[config.mk]
export PLATFORM = sky130hd
export DESIGN_NAME = baud_div_calc
export DESIGN_NICKNAME = d
export VERILOG_FILES = /design/src/rtl/baud_div_pkg.sv /design/src/rtl/baud_div_norm.sv /design/src/rtl/baud_div_divider.sv /design/src/rtl/baud_div_calc.sv
export SDC_FILE = /design/constraint.sdc
export NUM_CORES = 1
export LEC_CHECK = 0
export ABC_CLOCK_PERIOD_IN_PS = 2400
export CAP_MARGIN = 5
export CORE_MARGIN = 2
export CORE_UTILIZATION = 51
export CTS_CLUSTER_DIAMETER = 200
export DETAILED_ROUTE_END_ITERATION = 10
export GPL_TIMING_DRIVEN = 0
export PLACE_DENSITY = 0.73
export SYNTH_ARGS = -nofsm -noshare
export SYNTH_HDL_FRONTEND = slang
export SYNTH_SLANG_ARGS = --single-unit
[constraint.sdc]
create_clock -name clk_i -period 2.4 [get_ports clk_i]
set_input_delay 0.48 -clock clk_i [delete_from_list [all_inputs] [get_ports clk_i]]
set_output_delay 0.48 -clock clk_i [all_outputs]
set_load 0.005 [all_outputs]
[src/rtl/baud_div_pkg.sv]
package baud_div_pkg;

   typedef enum logic [1:0] {
      ST_IDLE = 2'd0,
      ST_NORM = 2'd1,
      ST_DIV  = 2'd2,
      ST_FIN  = 2'd3
   } calc_state_e;

endpackage

[src/rtl/baud_div_norm.sv]
module baud_div_norm #(
   parameter int OSC_W  = 32,
   parameter int BAUD_W = 32,
   parameter int PRE_SH = 4,
   parameter int WORK_W = 24,
   parameter int QUOT_W = 16
) (
   input  logic              clk_i,
   input  logic              rst_ni,
   input  logic              load_i,
   input  logic              shift_i,
   input  logic [OSC_W-1:0]  osc_i,
   input  logic [BAUD_W-1:0] baud_i,
   output logic              fits_o,
   output logic [QUOT_W-1:0] num_o,
   output logic [BAUD_W-1:0] den_o
);

   localparam int NORM_MAX = WORK_W - QUOT_W;
   localparam int CNT_W    = $clog2(NORM_MAX + 1);

   generate
      if (WORK_W <= QUOT_W) begin : g_bad_work
         $error("baud_div_norm: WORK_W must exceed QUOT_W");
      end
      if (WORK_W + PRE_SH > OSC_W) begin : g_bad_pre
         $error("baud_div_norm: WORK_W + PRE_SH must not exceed OSC_W");
      end
   endgenerate

   logic [OSC_W-1:0]  pre_scaled;
   logic [WORK_W-1:0] frq_q;
   logic [BAUD_W-1:0] bd_q;
   logic [CNT_W-1:0]  sh_cnt_q;

   assign pre_scaled = osc_i >> PRE_SH;

   always_ff @(posedge clk_i or negedge rst_ni) begin
      if (!rst_ni) begin
         frq_q    <= '0;
         bd_q     <= '0;
         sh_cnt_q <= '0;
      end else if (load_i) begin
         frq_q    <= pre_scaled[WORK_W-1:0];
         bd_q     <= baud_i;
         sh_cnt_q <= '0;
      end else if (shift_i) begin
         frq_q    <= frq_q >> 1;
         bd_q     <= bd_q >> 1;
         sh_cnt_q <= sh_cnt_q + 1'b1;
      end
   end

   assign fits_o = ~|frq_q[WORK_W-1:QUOT_W];
   assign num_o  = frq_q[QUOT_W-1:0];
   assign den_o  = bd_q;

   // frequency and rate move down together, one place per shift
   a_r3_joint_shift: assert property (@(posedge clk_i) disable iff (!rst_ni)
      (shift_i && !load_i) |=> (frq_q == ($past(frq_q) >> 1)) && (bd_q == ($past(bd_q) >> 1)));

   // a shift is never requested once NORM_MAX shifts have been made
   a_r7_norm_bound: assert property (@(posedge clk_i) disable iff (!rst_ni)
      shift_i |-> (sh_cnt_q < CNT_W'(NORM_MAX)));

endmodule

[src/rtl/baud_div_divider.sv]
module baud_div_divider #(
   parameter int W = 16
) (
   input  logic         clk_i,
   input  logic         rst_ni,
   input  logic         start_i,
   input  logic [W-1:0] num_i,
   input  logic [W-1:0] den_i,
   output logic         busy_o,
   output logic         done_o,
   output logic [W-1:0] quot_o
);

   localparam int CNT_W = $clog2(W + 1);

   generate
      if (W < 2) begin : g_bad_w
         $error("baud_div_divider: W must be at least 2");
      end
   endgenerate

   logic [W-1:0]     rem_q;
   logic [W-1:0]     quo_q;
   logic [W-1:0]     den_q;
   logic [CNT_W-1:0] cnt_q;
   logic             done_q;
   logic [W:0]       rem_sh;
   logic [W:0]       diff;
   logic             take;

   assign rem_sh = {rem_q, quo_q[W-1]};
   assign diff   = rem_sh - {1'b0, den_q};
   assign take   = (rem_sh >= {1'b0, den_q});

   always_ff @(posedge clk_i or negedge rst_ni) begin
      if (!rst_ni) begin
         rem_q  <= '0;
         quo_q  <= '0;
         den_q  <= '0;
         cnt_q  <= '0;
         done_q <= 1'b0;
      end else begin
         done_q <= 1'b0;
         if (start_i) begin
            rem_q <= '0;
            quo_q <= num_i;
            den_q <= den_i;
            cnt_q <= CNT_W'(W);
         end else if (cnt_q != '0) begin
            rem_q  <= take ? diff[W-1:0] : rem_sh[W-1:0];
            quo_q  <= {quo_q[W-2:0], take};
            cnt_q  <= cnt_q - 1'b1;
            done_q <= (cnt_q == CNT_W'(1));
         end
      end
   end

   assign busy_o = (cnt_q != '0);
   assign done_o = done_q;
   assign quot_o = quo_q;

   // at completion the remainder left over is smaller than the divisor
   a_r4_rem_below_den: assert property (@(posedge clk_i) disable iff (!rst_ni)
      done_o |-> (rem_q < den_q));

endmodule

[src/rtl/baud_div_calc.sv]
module baud_div_calc
   import baud_div_pkg::*;
#(
   parameter int OSC_W  = 32,
   parameter int BAUD_W = 32,
   parameter int PRE_SH = 4,
   parameter int WORK_W = 24,
   parameter int QUOT_W = 16
) (
   input  logic              clk_i,
   input  logic              rst_ni,
   input  logic              start_i,
   input  logic [OSC_W-1:0]  osc_hz_i,
   input  logic [BAUD_W-1:0] baud_i,
   output logic              ready_o,
   output logic              done_o,
   output logic [QUOT_W-1:0] divisor_o,
   output logic              err_o
);

   generate
      if (BAUD_W < QUOT_W) begin : g_bad_baud
         $error("baud_div_calc: BAUD_W must be at least QUOT_W");
      end
   endgenerate

   calc_state_e       state_q;
   logic              load, shift, fits;
   logic [QUOT_W-1:0] num;
   logic [BAUD_W-1:0] den;
   logic              den_zero, den_big;
   logic              div_start, div_busy, div_done;
   logic [QUOT_W-1:0] quot;
   logic [QUOT_W-1:0] div_q;
   logic              err_q;

   baud_div_norm #(
      .OSC_W (OSC_W),
      .BAUD_W(BAUD_W),
      .PRE_SH(PRE_SH),
      .WORK_W(WORK_W),
      .QUOT_W(QUOT_W)
   ) norm_i (
      .clk_i  (clk_i),
      .rst_ni (rst_ni),
      .load_i (load),
      .shift_i(shift),
      .osc_i  (osc_hz_i),
      .baud_i (baud_i),
      .fits_o (fits),
      .num_o  (num),
      .den_o  (den)
   );

   generate
      if (BAUD_W > QUOT_W) begin : g_den_wide
         assign den_big = |den[BAUD_W-1:QUOT_W];
      end else begin : g_den_narrow
         assign den_big = 1'b0;
      end
   endgenerate

   assign den_zero  = (den == '0);
   assign load      = (state_q == ST_IDLE) && start_i;
   assign shift     = (state_q == ST_NORM) && !fits;
   assign div_start = (state_q == ST_NORM) && fits && !den_zero && !den_big;

   baud_div_divider #(
      .W(QUOT_W)
   ) div_i (
      .clk_i  (clk_i),
      .rst_ni (rst_ni),
      .start_i(div_start),
      .num_i  (num),
      .den_i  (den[QUOT_W-1:0]),
      .busy_o (div_busy),
      .done_o (div_done),
      .quot_o (quot)
   );

   always_ff @(posedge clk_i or negedge rst_ni) begin
      if (!rst_ni) begin
         state_q <= ST_IDLE;
         div_q   <= '0;
         err_q   <= 1'b0;
      end else begin
         unique case (state_q)
            ST_IDLE: if (start_i) state_q <= ST_NORM;
            ST_NORM: begin
               if (fits) begin
                  if (den_zero) begin
                     div_q   <= '1;
                     err_q   <= 1'b1;
                     state_q <= ST_FIN;
                  end else if (den_big) begin
                     div_q   <= '0;
                     err_q   <= 1'b0;
                     state_q <= ST_FIN;
                  end else begin
                     state_q <= ST_DIV;
                  end
               end
            end
            ST_DIV: begin
               if (div_done) begin
                  div_q   <= quot;
                  err_q   <= 1'b0;
                  state_q <= ST_FIN;
               end
            end
            ST_FIN:  state_q <= ST_IDLE;
            default: state_q <= ST_IDLE;
         endcase
      end
   end

   assign ready_o   = (state_q == ST_IDLE);
   assign done_o    = (state_q == ST_FIN);
   assign divisor_o = div_q;
   assign err_o     = err_q;

   // the completion pulse lasts one cycle and is followed by idle
   a_r9_done_pulse: assert property (@(posedge clk_i) disable iff (!rst_ni)
      done_o |=> (!done_o && ready_o));

   // a start while not ready leaves the block not idle in the next cycle unless it finishes
   a_r8_busy_start_ignored: assert property (@(posedge clk_i) disable iff (!rst_ni)
      (!ready_o && !done_o && start_i) |=> !ready_o);

   // an oversized normalised rate yields a zero divisor without error
   a_r6_big_rate_zero: assert property (@(posedge clk_i) disable iff (!rst_ni)
      (state_q == ST_NORM && fits && den_big) |=> (divisor_o == '0 && !err_o && done_o));

   // a zero normalised rate yields the error flag and an all-ones divisor
   a_r5_zero_rate_err: assert property (@(posedge clk_i) disable iff (!rst_ni)
      (state_q == ST_NORM && fits && den_zero) |=> (err_o && divisor_o == '1));

   // the divider only runs while the block is in its divide phase
   a_r4_div_in_phase: assert property (@(posedge clk_i) disable iff (!rst_ni)
      div_busy |-> (state_q == ST_DIV));

endmodule

# Word-level counts from Yosys, hierarchy flattened
# Index checks and enable logic that the tools add are counted.
totals:
  regBits: 129
  input_bits: 67
  word_cells: 68
classes:
  n_addsub: 2
  order_cmp: 1
  n_eq_ne: 8
  muxes: 29
  reduce_logical: 18
ops:
  columns: ["op", "count"]
  rows:
  - ["16-bit two-way mux", 9]
  - ["32-bit two-way mux", 2]
  - ["24-bit two-way mux", 2]
  - ["32-bit zero test", 1]
  - ["16-bit one-hot mux with 2 select lines", 1]
  - ["17-bit by 16-bit greater-or-equal comparator with 1-bit output", 1]
  - ["16-bit OR reduction", 1]
  - ["16-bit subtractor", 1]
  - ["5-bit two-way mux", 2]
  - ["1-bit two-way mux", 8]
  - ["2-bit one-hot mux with 4 select lines", 1]
  - ["8-bit OR reduction", 1]
  - ["2-bit two-way mux", 3]
  - ["2-bit nonzero test", 3]
  - ["5-bit by 1-bit == test with 1-bit output (second input constant)", 1]
  - ["1-bit logical AND", 5]
  - ["5-bit nonzero test", 1]
  - ["5-bit by 1-bit subtractor with 5-bit output (second input constant)", 1]
  - ["2-bit == test (second input constant)", 2]
  - ["2-bit inequality test (second input constant)", 2]
  - ["4-bit AND reduction", 1]
  - ["1-bit zero test", 3]
  - ["3-bit inequality test (second input constant)", 1]
  - ["3-bit AND reduction", 1]
  - ["4 further kinds", 4]

# Longest topological paths before layout
# Gate-level depths: netlist of the first run.
depth:
  word_depth: 6
  mapped_depth: 10
  mapped_depth_nobuf: 9

# Hierarchy
# A second synthesis of the first run with hierarchy kept.
unflattened:
  hier_cells: 757
  hier_area_um2: 7414.6
modules_own_cells:
  columns: ["module", "n_inst", "cells_each", "area_per_inst_um2", "seq_area_each_um2"]
  rows:
  - ["baud_div_divider", 1, 403, 3580.9, 1351.3]
  - ["baud_div_norm", 1, 261, 2718.9, 1401.3]
  - ["baud_div_calc", 1, 93, 1114.8, 475.5]

# Worst setup path after synthesis of the first run
# OpenSTA, ideal clock, no wires.
synth_path:
  kind: "reg2reg"
  from: "reg div_i.rem_q[2]"
  to: "reg div_i.rem_q[15]"
  t_arrival_ps: 2234
  required_time_ps: 2296
  setup_slack_ps: 63
  path_stages_with_launch: 9
  path_buffers: 1
  period_less_slack_ps: 2337
  cell_sequence: "dfrtp_1 ha_1 a21o_1 a21oi_1 a211oi_2 o41a_1 buf_2 and2_0 a221oi_1"
synth_between:
  elab_chain_len: 4
  word_cells_on_any_way: 5
  cone_classes: "add/sub: 1; order compare: 1; mux: 3"
synth_lines:
  columns: ["element", "line", "source"]
  rows:
  - ["start: declaration", "baud_div_divider.sv:22", "logic [W-1:0] rem_q;"]
  - ["start signal: assignment", "baud_div_divider.sv:50", "rem_q <= take ? diff[W-1:0] : rem_sh[W-1:0];"]
  - ["16-bit subtractor or 17-bit by 16-bit greater-or-equal comparator with 1-bit output (tied branches)", "baud_div_divider.sv:32, baud_div_divider.sv:33", null]
  - ["16-bit two-way mux *", "baud_div_divider.sv:50", null]
  - ["16-bit two-way mux *", "baud_div_divider.sv:49", "end else if (cnt_q != '0) begin"]
  - ["16-bit two-way mux *", "baud_div_divider.sv:44", "if (start_i) begin"]
# Every way passes the cells marked *; elsewhere a longest branch is shown, timed or not. The select of a mux whose other input is x is not followed.
# A chain may end at the register's enable or synchronous reset.

# Worst setup path after layout of the first run
layout_path:
  from: "reg div_i.den_q[10]"
  to: "reg div_i.rem_q[1]"
layout_between:
  elab_chain_len: 4
layout_lines:
  columns: ["element", "line", "source"]
  rows:
  - ["start: declaration", "baud_div_divider.sv:24", "logic [W-1:0] den_q;"]
  - ["start signal: assignment", "baud_div_divider.sv:47", "den_q <= den_i;"]
  - ["17-bit by 16-bit greater-or-equal comparator with 1-bit output", "baud_div_divider.sv:33", "assign take = (rem_sh >= {1'b0, den_q});"]
  - ["16-bit two-way mux", "baud_div_divider.sv:50", null]
  - ["16-bit two-way mux", "baud_div_divider.sv:49", null]
  - ["16-bit two-way mux", "baud_div_divider.sv:44", null]
# No other way between the ends. The select of a mux whose other input is x is not followed.

==> flow_metrics.env, run 1 <==
export IMPL_status="finished with violations"
export IMPL_violations="setup timing"
export IMPL_worstPathRequired_ns=2.74
export IMPL_synth_area_top_cells="dfrtp_1 (47%), mux2i_1 (12%), o21ai_0 (6.8%)"
export IMPL_yosysTopAreaCellShare=0.4747
export IMPL_insertedDiodeCount=0
export IMPL_drt_pass1_iterations=7
export IMPL_drc=0
export IMPL_synthFlopType="dfrtp_1"
export IMPL_placeableCoreArea_sq_mm=0.01314
export IMPL_post_route_period_util=1.008
export IMPL_seq_area_frac_synth=0.4747
export IMPL_synth_area_sq_mm=0.006800
export IMPL_initial_core_util=0.5176
export IMPL_nets=895
export IMPL_crit_path_max_fanout=6
export IMPL_synth_edf_count=0
export IMPL_rows=42
export IMPL_grt_pass1_vias=5756
export IMPL_drive_gt1_frac=0.1432
export IMPL_cp_start_kind="flip-flop"
export IMPL_finClkSkew_ns=0.008467
export IMPL_port_buffers=77
export IMPL_drt_wirelength_per_cell_um=17.51
export IMPL_leakage_nw=3.961
export IMPL_maxSlewHeadroom=0.5554
export IMPL_setup_viol=2
export IMPL_layout_commonest_cell="dfrtp_1"
export IMPL_chipHeight_um=119.5
export IMPL_rsz0062_at_grt="yes"
export IMPL_area_growth_pct=29.86
export IMPL_cellPowerDensity_mw_per_mm2=1322
export IMPL_clkTransAtPathRegs_ns=0.06
export IMPL_grt_antenna_before_repair=0
export IMPL_clk_path_buf_depth=2
export IMPL_tritoncts_num_sinks=129
export IMPL_total_power_w=0.01168
export IMPL_vias=5656
export IMPL_hold_viol=0
export IMPL_routed_via_density=5.696
export IMPL_grt_pass1_wl_um=28190
export IMPL_tritoncts="built"
export IMPL_ys_warn_count=0
export IMPL_period_needed_ns=2.420
export IMPL_routed_wl_um=17390
export IMPL_crit_type="flip-flop to flip-flop"
export IMPL_final_cell_mix="dfrtp_1 (129), o21ai_0 (91), nand2_1 (90), mux2i_1 (80), clkdlybuf4s50_1 (76)"
export IMPL_gr_usage_all_layers=0.2491
export IMPL_synthDistinctLibCells=57
export IMPL_worst_slew_pin_slew_ns=0.6669
export IMPL_root_buffer="clkbuf_16"
export IMPL_synth_nets=785
export IMPL_async_flop_share=1.000
export IMPL_timing_fmax_ghz=0.4132
export IMPL_dp_hpwl_um=12260
export IMPL_first_iter_violations=499
export IMPL_synth_area_leader_cell="dfrtp_1"
export IMPL_ff2ff_path_depth=8
export IMPL_slew_violations=0
export IMPL_htreeDepth=4
export IMPL_fill_cells=1019
export IMPL_gp_congestion=0.8881
export IMPL_critPathCaptureType="flip-flop"
export IMPL_io_pins=86
export IMPL_peakVddDrop_uv=607.6
export IMPL_ant_nets=0
export IMPL_grt_max_degree=69
export IMPL_max_cap_viol_count=0
export IMPL_worst_ep_arrival_time_ns=2.76
export IMPL_synth_cells=694
export IMPL_hold_class="primary input to async pin"
export IMPL_die_area_sq_mm=0.01427
export IMPL_die_w_um=119.5
export IMPL_postSynthAreaPerCell_sq_um=9.799
export IMPL_ys_ff_latch=129
export IMPL_grt_ovfl_total=0
export IMPL_finalWorstSetupSlack_ns=-0.02026
export IMPL_fin_setup_tns_ns=-0.02180
export IMPL_cts_made_buffers=17
export IMPL_insertion_delay_ns=0.42
## logic make-up after synthesis
kind of cell | share of synthesized area
buf+inv | 0.04508
mux | 0.1260
flops | 0.4747
xor+xnor | 0.01417
simple gates | 0.1196
fa+ha+maj | 0.04526
compound gates | 0.1752
## layout make-up
| cell class | instances | area [sq um] | share of cell area |
|---|---|---|---|
| sequential | 129 | 3228 | 0.3655 |
| multi-input combinational | 492 | 3573 | 0.4046 |
| timing repair buffer | 95 | 924.6 | 0.1047 |
| tap | 176 | 220.2 | 0.02494 |
| inverter | 31 | 116.4 | 0.01318 |
| clock inverter | 14 | 141.4 | 0.01601 |
| clock buffer | 18 | 429.2 | 0.04860 |
| buffer | 38 | 197.7 | 0.02239 |
## sequential cells by signal (all words and copies together) (netlist names)
register and flops:
err_o 1, divisor_o 16, div_i.quot_o 16, div_i.den_q 16
norm_i.den_o 32, div_i.done_o 1, norm_i.frq_q 24, div_i.rem_q 16
div_i.cnt_q 5, state_q 2
## critical path, cell delays in order (launching register included)
cell	delay (ns)
dfrtp_1	0.36
inv_2	0.11
ha_4	0.23
a21o_1	0.21
a211o_1	0.28
o41a_1	0.53
buf_4	0.18
mux2_2	0.27
a21oi_1	0.16
## cells in the mapped netlist (2+ instances only)
| cell | count |
|---|---|
| a211oi_1 | 4 |
| a211oi_2 | 2 |
| a21o_1 | 3 |
| a21oi_1 | 38 |
| a221o_1 | 13 |
| a221oi_1 | 2 |
| a31oi_1 | 6 |
| and2_1 | 5 |
| and3_1 | 3 |
| and4_1 | 4 |
| buf_1 | 2 |
| buf_2 | 8 |
| buf_4 | 2 |
| buf_6 | 2 |
| clkbuf_1 | 28 |
| dfrtp_1 | 129 |
| ha_1 | 23 |
| inv_1 | 31 |
| mux2_2 | 5 |
| mux2i_1 | 80 |
| nand2_1 | 91 |
| nand2b_1 | 8 |
| nand3_1 | 7 |
| nand4_1 | 2 |
| nor2_1 | 35 |
| nor2b_1 | 3 |
| nor3_1 | 5 |
| nor4_1 | 10 |
| o211ai_1 | 2 |
| o21a_1 | 6 |
| o21ai_0 | 93 |
| o22a_1 | 2 |
| o31ai_1 | 3 |
| o41ai_1 | 2 |
| or4_1 | 4 |
| xnor2_1 | 8 |
| xor2_1 | 3 |
## routing by layer
metal  vias to the layer above  track usage  part of all wire
li1                       2712            -                 -
met1                      2775       0.3289              0.45
met2                       148       0.4050              0.49
met3                        21      0.05508             0.047
met4                         0      0.08971             0.015
met5                         -            0                 0
## path summary, 6_finish.rpt
check | slack, ns | from | to
min reg2reg | 0.51 | err_o$_DFFE_PN0P_ | err_o$_DFFE_PN0P_
max reg2reg | -0.02 | div_i.den_q[10]$_DFFE_PN0P_ | div_i.rem_q[1]$_DFFE_PN0P_
min in group clk_i | 0.51 | err_o$_DFFE_PN0P_ | err_o$_DFFE_PN0P_
min | 0.03 | rst_ni | div_i.rem_q[6]$_DFFE_PN0P_
max in group asynchronous | 1.64 | rst_ni | norm_i.den_o[16]$_DFFE_PN0P_
max | -0.02 | div_i.den_q[10]$_DFFE_PN0P_ | div_i.rem_q[1]$_DFFE_PN0P_
## per-stage QoR
step / instance area [sq um] / cells / utilization / worst slack (ns) / hold slack, ns
after floorplan: 6800 / 694 / - / 0.06270 / 0.1844
after global routing: 8831 / 993 / 0.6722 / -0.07419 / 0.07320
after global placement: 7791 / 947 / 0.5930 / -4.104 / 0.4788
after detailed placement: 7820 / 948 / 0.5952 / -0.3244 / 0.4949
final: 8831 / 993 / 0.6722 / -0.02026 / 0.03466
after CTS: 8583 / 980 / 0.6533 / 0.006362 / 0.04852
## power breakdown
group | switching [W] | internal [W] | leakage [nW] | total [W]
clock network | 0.000950 | 0.00152 | 0.284 | 0.00247
registers | 0.000813 | 0.00306 | 1.58 | 0.00387
logic | 0.00269 | 0.00265 | 2.09 | 0.00533
total | 0.00445 | 0.00722 | 3.96 | 0.0117
## repair_timing
item / CTS / global route
gates cloned: 0 / 1
resized for setup: 34 / 41
endpoints found under the hold margin: 0 / 0
setup buffers: 3 / 13
hold buffers: 0 / 0
setup endpoints to repair: 27 / 73
pin swaps: 5 / 19
(Power assumes the default switching activity.)
==> inputs of run 2 (changes only) <==
CTS_CLUSTER_SIZE = 30   (was default)
SYNTH_HIERARCHICAL = 1   (was default)
==> run 2 against run 1 <==
  * The flow now finishes without violations
  * Clock skew up 0.0055 ns
  * Core utilization fell by 1.3 points
  * Combinational power rose by 18%
  * Count of clock-buffer cells in the layout rose by 2
  * Worst hold slack worse by 0.0058 ns
  * Fmax increased by 2.5%
  * Worst setup slack better by 0.058 ns
  * Critical path type unchanged
  * Largest cell class unchanged
==> flow_metrics.env, run 2 <==
export IMPL_die_area_sq_mm=0.01552
export IMPL_maxSlewHeadroom=0.5876
export IMPL_hold_slack_ns=0.02881
export IMPL_gr_usage_all_layers=0.2494
export IMPL_vias=6228
export IMPL_comb_power_share=0.484
export IMPL_nets=962
export IMPL_synthFlopType="dfrtp_1"
export IMPL_post_route_period_util=0.9842
export IMPL_worstPathCellList="inv_1 > ha_1 > a21o_1 > a211o_1 > a31o_4 > buf_6 > o41ai_2 > a21oi_1"
export IMPL_async_flop_share=1.000
export IMPL_clk_path_buf_depth=2
export IMPL_synthDistinctLibCells=77
export IMPL_synth_area_top_cells="dfrtp_1 (44%), mux2i_1 (9.4%), nand2_1 (6.1%)"
export IMPL_seqPwrFrac=0.302
export IMPL_clockPowerShare=0.214
export IMPL_postSynthAreaPerCell_sq_um=9.795
export IMPL_htreeDepth=4
export IMPL_switching_power_w=0.005066
export IMPL_finClkSkew_ns=0.01395
export IMPL_grt_antenna_before_repair=0
export IMPL_chipHeight_um=124.6
export IMPL_grt_pass1_wl_um=31350
export IMPL_routed_wl_um=19360
export IMPL_routed_via_density=5.831
export IMPL_tritoncts="built"
export IMPL_setup_viol=0
export IMPL_p_sw_frac=0.3904
export IMPL_hold_class="primary input to async pin"
export IMPL_peakVddDrop_uv=581.8
export IMPL_synth_most_common_cell="dfrtp_1"
export IMPL_ys_ff_latch=129
export IMPL_worst_ep_arrival_time_ns=2.65
export IMPL_crit_slowest_cell="a211o_1"
export IMPL_hold_viol=0
export IMPL_drt_wirelength_per_cell_um=18.13
export IMPL_status="completed"
export IMPL_port_buffers=77
export IMPL_final_cell_mix="dfrtp_1 (128), nand2_1 (120), clkdlybuf4s50_1 (76), mux2i_1 (70), o21ai_1 (57)"
export IMPL_crit_path_max_fanout=10
export IMPL_grt_ovfl_total=0
export IMPL_placeableCoreArea_sq_mm=0.01437
export IMPL_initial_core_util=0.5160
export IMPL_timing_fmax_ghz=0.4233
export IMPL_first_iter_violations=482
export IMPL_max_cap_viol_count=0
export IMPL_leakage_nw=3.838
export IMPL_slew_violations=0
export IMPL_dp_hpwl_um=13420
export IMPL_insertedDiodeCount=0
export IMPL_period_needed_ns=2.362
export IMPL_cellPowerDensity_mw_per_mm2=1369
export IMPL_insertion_delay_ns=0.42
export IMPL_layout_commonest_cell="dfrtp_1"
export IMPL_cp_slowest_stage_delay_ns=0.37
export IMPL_ant_nets=0
export IMPL_worstPathRequired_ns=2.69
export IMPL_rows=44
export IMPL_grt_max_degree=68
export IMPL_die_w_um=124.6
export IMPL_seq_area_frac_synth=0.4354
export IMPL_synth_edf_count=0
export IMPL_fin_setup_tns_ns=0
export IMPL_ys_top_cells_by_count="dfrtp_1 (129), nand2_1 (120), mux2i_1 (70), o21ai_1 (56), nor2_1 (46)"
export IMPL_synth_nets=848
export IMPL_cp_start_kind="flip-flop"
export IMPL_cts_made_buffers=17
export IMPL_drt_pass1_iterations=5
export IMPL_synth_area_sq_mm=0.007415
export IMPL_clkTransAtPathRegs_ns=0.06
export IMPL_synth_cells=757
export IMPL_critPathCaptureType="flip-flop"
export IMPL_crit_type="flip-flop to flip-flop"
export IMPL_root_buffer="clkbuf_16"
export IMPL_cts_hold_buf=0
export IMPL_grt_pass1_vias=6222
export IMPL_area_growth_pct=27.83
export IMPL_worst_slew_pin_slew_ns=0.6121
export IMPL_synth_area_leader_cell="dfrtp_1"
export IMPL_io_pins=86
export IMPL_yosysTopAreaCellShare=0.4354
export IMPL_gp_congestion=0.8970
export IMPL_ys_warn_count=6
export IMPL_cellInternalPower_w=0.007912
export IMPL_drive_gt1_frac=0.1867
export IMPL_largest_register_ffs=32
export IMPL_tritoncts_num_sinks=129
export IMPL_drc=0
## run 2: routing by layer
layer | global-route usage | routed length (um) | vias up
met5 | 0 | 0 | -
met4 | 0.1005 | 409 | 0
met3 | 0.04124 | 966 | 33
met2 | 0.4079 | 9439 | 226
met1 | 0.3319 | 8544 | 3051
li1 | - | - | 2918
## run 2: final timing paths
kind / from / end / slack (ns) / depth (start not counted)
setup / recovery: div_i/den_q[14]$_DFFE_PN0P_ / div_i/rem_q[7]$_DFFE_PN0P_ / 0.04 / 8
hold / removal: rst_ni / div_i/rem_q[8]$_DFFE_PN0P_ / 0.03 / 1
setup reg to reg: div_i/den_q[14]$_DFFE_PN0P_ / div_i/rem_q[7]$_DFFE_PN0P_ / 0.04 / 8
hold reg to reg: err_o$_DFFE_PN0P_ / err_o$_DFFE_PN0P_ / 0.51 / 1
max in group asynchronous: rst_ni / div_i/rem_q[2]$_DFFE_PN0P_ / 1.64 / 2
min in group clk_i: err_o$_DFFE_PN0P_ / err_o$_DFFE_PN0P_ / 0.51 / 1
## run 2: metrics by stage
step	utilization	std cells	setup slack (ns)	instance area, sq um	total power [W]
6_report	0.6596	1068	0.03787	9478	0.01298
5_1_grt	0.6596	1068	-0.04400	9478	0.01376
4_1_cts	0.6449	1061	-0.002012	9266	0.01261
3_5_place_dp	0.5877	1019	-0.5272	8444	0.009504
3_3_place_gp	0.5857	1018	-4.209	8416	0.009302
2_1_floorplan	-	757	0.1629	7415	0.008015
## run 2: worst max-delay path, delay by kind of cell, from the launching register on
kind	cells	cell delay [ns]
compound gates	5	1.25
flops	1	0.36
fa+ha+maj	1	0.31
buf+inv	2	0.30
## run 2: power by group through the flow
stage	clock [W]	sequential (W)	combinational [W]
floorplan	0	0.00367	0.00434
global placement	0	0.00385	0.00545
detailed placement	0	0.00390	0.00561
CTS	0.00281	0.00388	0.00592
global route	0.00290	0.00402	0.00683
finish	0.00277	0.00392	0.00629
## run 2: cell families (layout without fill, tap and decap cells)
| group | Yosys count | count (layout) | synth area share |
|---|---|---|---|
| AOI/OAI and AO/OA | 209 | 209 | 0.2010 |
| buffers and inverters | 88 | 215 | 0.06767 |
| muxes | 71 | 71 | 0.09602 |
| xor gates and xnor gates | 6 | 6 | 0.007087 |
| adders and majority gates | 24 | 24 | 0.04151 |
| DFF | 129 | 129 | 0.4354 |
| and+or+nand+nor | 230 | 230 | 0.1514 |
## run 2: timing repair
action                                  CTS  global route
setup buffers                            10             8
gates resized for setup                  22            37
pin swaps                                 5             9
endpoints found under the setup margin   63            61
## run 2: layout make-up
| type | instances | area (sq um) |
|---|---|---|
| Clock buffer | 20 | 456.7 |
| Tap cell | 184 | 230.2 |
| Timing Repair Buffer | 96 | 950.9 |
| Buffer | 57 | 412.9 |
| Multi-Input combinational cell | 540 | 3906 |
| Sequential cell | 129 | 3229 |
| Clock inverter | 12 | 178.9 |
| Fill cell | 1114 | 4891 |
| Inverter | 30 | 112.6 |
==> inputs of run 3 (changes only) <==
--- a/config.mk
+++ b/config.mk
@@ -8,7 +8,8 @@
 export ABC_CLOCK_PERIOD_IN_PS = 2400
 export CAP_MARGIN = 5
+export CORE_ASPECT_RATIO = 0.9
 export CORE_MARGIN = 2
 export CORE_UTILIZATION = 51
-export CTS_CLUSTER_DIAMETER = 200
+export CTS_CLUSTER_DIAMETER = 80
 export CTS_CLUSTER_SIZE = 30
 export DETAILED_ROUTE_END_ITERATION = 10
==> constraint.sdc (replaced) <==
create_clock -name clk_i -period 2.4 [get_ports clk_i]
set_input_delay 0.72 -clock clk_i [delete_from_list [all_inputs] [get_ports clk_i]]
set_output_delay 0.72 -clock clk_i [all_outputs]
set_load 0.005 [all_outputs]
==> run 3 against run 2 <==
  * Critical path depth unchanged
  * Core utilization increased by 0.82 points
  * Sequential cell count is the same
  * Largest cell class unchanged
  * Non-clock buffer count shrank 5
  * Highest routed layer unchanged
  * Worst setup slack improved by 0.0083 ns
  * First-iteration DRC count shrank 5.0%
  * Count of clock-buffer cells in the layout decreased by 1
  * Worst hold slack better by 0.12 ns
==> flow_metrics.env, run 3 (same netlist as run 2, synthesis figures left out) <==
export IMPL_status="completed"
export IMPL_placeableCoreArea_sq_mm=0.01411
export IMPL_vias=6193
export IMPL_dp_hpwl_um=13520
export IMPL_grt_max_degree=103
export IMPL_worstPathCellList="inv_1 > ha_1 > a21o_1 > a211o_1 > a31oi_2 > buf_4 > nand3_1 > a311oi_1"
export IMPL_finalWorstSetupSlack_ns=0.04620
export IMPL_worstPathRequired_ns=2.72
export IMPL_die_area_sq_mm=0.01552
export IMPL_chipHeight_um=118.4
export IMPL_cp_start_kind="flip-flop"
export IMPL_cts_made_buffers=17
export IMPL_largest_register_ffs=32
export IMPL_max_cap_viol_count=0
export IMPL_switching_power_w=0.005101
export IMPL_clk_path_buf_depth=2
export IMPL_setup_viol=0
export IMPL_leakage_nw=3.820
export IMPL_tritoncts="built"
export IMPL_grt_ovfl_total=0
export IMPL_drive_gt1_frac=0.1889
export IMPL_insertion_delay_ns=0.43
export IMPL_timing_fmax_ghz=0.4248
export IMPL_first_iter_violations=458
export IMPL_worst_ep_arrival_time_ns=2.67
export IMPL_crit_family="compound AO/OA/AOI/OAI gates"
export IMPL_comb_power_share=0.484
export IMPL_worstReg2RegStart="div_i/den_q[14]$_DFFE_PN0P_"
export IMPL_drt_pass1_iterations=5
export IMPL_gp_congestion=0.9446
export IMPL_maxSlewHeadroom=0.5766
export IMPL_drc=0
export IMPL_worst_path_buf_inv=2
export IMPL_rows=41
export IMPL_worst_slew_pin_slew_ns=0.6285
export IMPL_ant_nets=0
export IMPL_tritoncts_num_sinks=129
export IMPL_gr_usage_all_layers=0.2675
export IMPL_slew_violations=0
export IMPL_area_growth_pct=27.07
export IMPL_grt_pass1_vias=6314
export IMPL_root_buffer="clkbuf_16"
export IMPL_port_buffers=77
export IMPL_clkTransAtPathRegs_ns=0.06
export IMPL_p_sw_frac=0.3930
export IMPL_cp_slowest_stage_delay_ns=0.36
export IMPL_nets=957
export IMPL_layout_commonest_cell="dfrtp_1"
export IMPL_critPathCaptureType="flip-flop"
export IMPL_htreeDepth=4
export IMPL_routed_via_density=5.777
export IMPL_finClkSkew_ns=0.006679
export IMPL_insertedDiodeCount=0
export IMPL_die_w_um=131.1
export IMPL_seqPwrFrac=0.301
export IMPL_fin_setup_tns_ns=0
export IMPL_cts_hold_buf=0
export IMPL_drt_wirelength_per_cell_um=18.27
export IMPL_place_ws_ns=-0.5163
export IMPL_initial_core_util=0.5256
export IMPL_finish_utilization=0.6678
export IMPL_cellPowerDensity_mw_per_mm2=1378
export IMPL_hold_class="primary input to async pin"
export IMPL_rsz0062_at_grt="yes"
export IMPL_peakVddDrop_uv=684.1
export IMPL_hold_viol=0
export IMPL_routed_wl_um=19580
export IMPL_grt_pass1_wl_um=32170
export IMPL_grt_antenna_before_repair=0
export IMPL_crit_path_max_fanout=10
export IMPL_crit_type="flip-flop to flip-flop"
export IMPL_clockPowerShare=0.215
export IMPL_fill_cells=1082
export IMPL_crit_path_start="div_i/den_q[14]$_DFFE_PN0P_"
export IMPL_period_needed_ns=2.354
export IMPL_cellInternalPower_w=0.007879
export IMPL_crit_slowest_cell="dfrtp_1"
export IMPL_post_route_period_util=0.9807
export IMPL_final_cell_mix="dfrtp_1 (129), nand2_1 (119), clkdlybuf4s50_1 (76), mux2i_1 (70), o21ai_1 (57)"
export IMPL_reg2reg_slack_ns=0.05
export IMPL_io_pins=86
[run 3: cell count changes in the layout (fill, tap and decap cells not counted), sizes merged]
cell      change
clkinvlp      -1
clkbuf        -2
buf           -4
clkinv        +2
[run 3: repair_timing]
item	in CTS	in global routing
buffers inserted	10	3
resized for setup	25	33
pin swaps	5	8
hold endpoints to repair	0	0
endpoints found under the setup margin	70	59
[run 3: per-layer routing]
| metal | track usage | up-vias | wire length (um) |
|---|---|---|---|
| met4 | 0.09043 | 0 | 383 |
| li1 | - | 2915 | - |
| met3 | 0.05976 | 38 | 1099 |
| met2 | 0.4213 | 229 | 9357 |
| met5 | 0 | - | 0 |
| met1 | 0.3640 | 3011 | 8740 |
[run 3: worst paths after layout]
| path | to | cells after the start |
|---|---|---|
| setup / recovery | div_i/rem_q[2]$_DFFE_PN0P_ | 8 |
| hold / removal | norm_i/den_o[20]$_DFFE_PN0P_ | 1 |
| setup reg to reg | div_i/rem_q[2]$_DFFE_PN0P_ | 8 |
| hold reg to reg | err_o$_DFFE_PN0P_ | 1 |
| max in group asynchronous | divisor_o[15]$_DFFE_PN0P_ | 2 |
| min in group clk_i | err_o$_DFFE_PN0P_ | 1 |
[run 3: cell type report]
type	count	area, sq um	area share
plain buffers	57	409.1	0.04343
clock buffers	19	452.9	0.04807
clock inverters	13	181.4	0.01926
inverters	30	112.6	0.01195
multi-input cells	540	3882	0.4121
flip-flops and latches	129	3228	0.3426
well taps	193	241.5	0.02563
repair buffers	91	913.4	0.09695
[run 3: power by group through the flow]
stage                     logic, W  clock network (W)  registers [W]
after floorplan            0.00434                  0        0.00367
after global placement     0.00543                  0        0.00384
after detailed placement   0.00565                  0        0.00388
after CTS                  0.00600            0.00283        0.00388
after global routing       0.00684            0.00294        0.00401
final                      0.00628            0.00280        0.00390
[run 3: worst register-to-register path: stages (launching register included)]
cell and delay (ns):
dfrtp_1 0.36, inv_1 0.12, ha_1 0.31, a21o_1 0.21
a211o_1 0.33, a31oi_2 0.28, buf_4 0.25, nand3_1 0.09
a311oi_1 0.29
[run 3: through the flow]
step / instances / hold WS (ns) / instance area [sq um] / power, W
final: 1072 / 0.1507 / 9422 / 0.01298
after CTS: 1070 / 0.1530 / 9279 / 0.01272
after detailed placement: 1028 / 0.5094 / 8456 / 0.009535
after global placement: 1027 / 0.4924 / 8427 / 0.009277
after floorplan: 757 / 0.4244 / 7415 / 0.008015
after global routing: 1072 / 0.1579 / 9422 / 0.01379
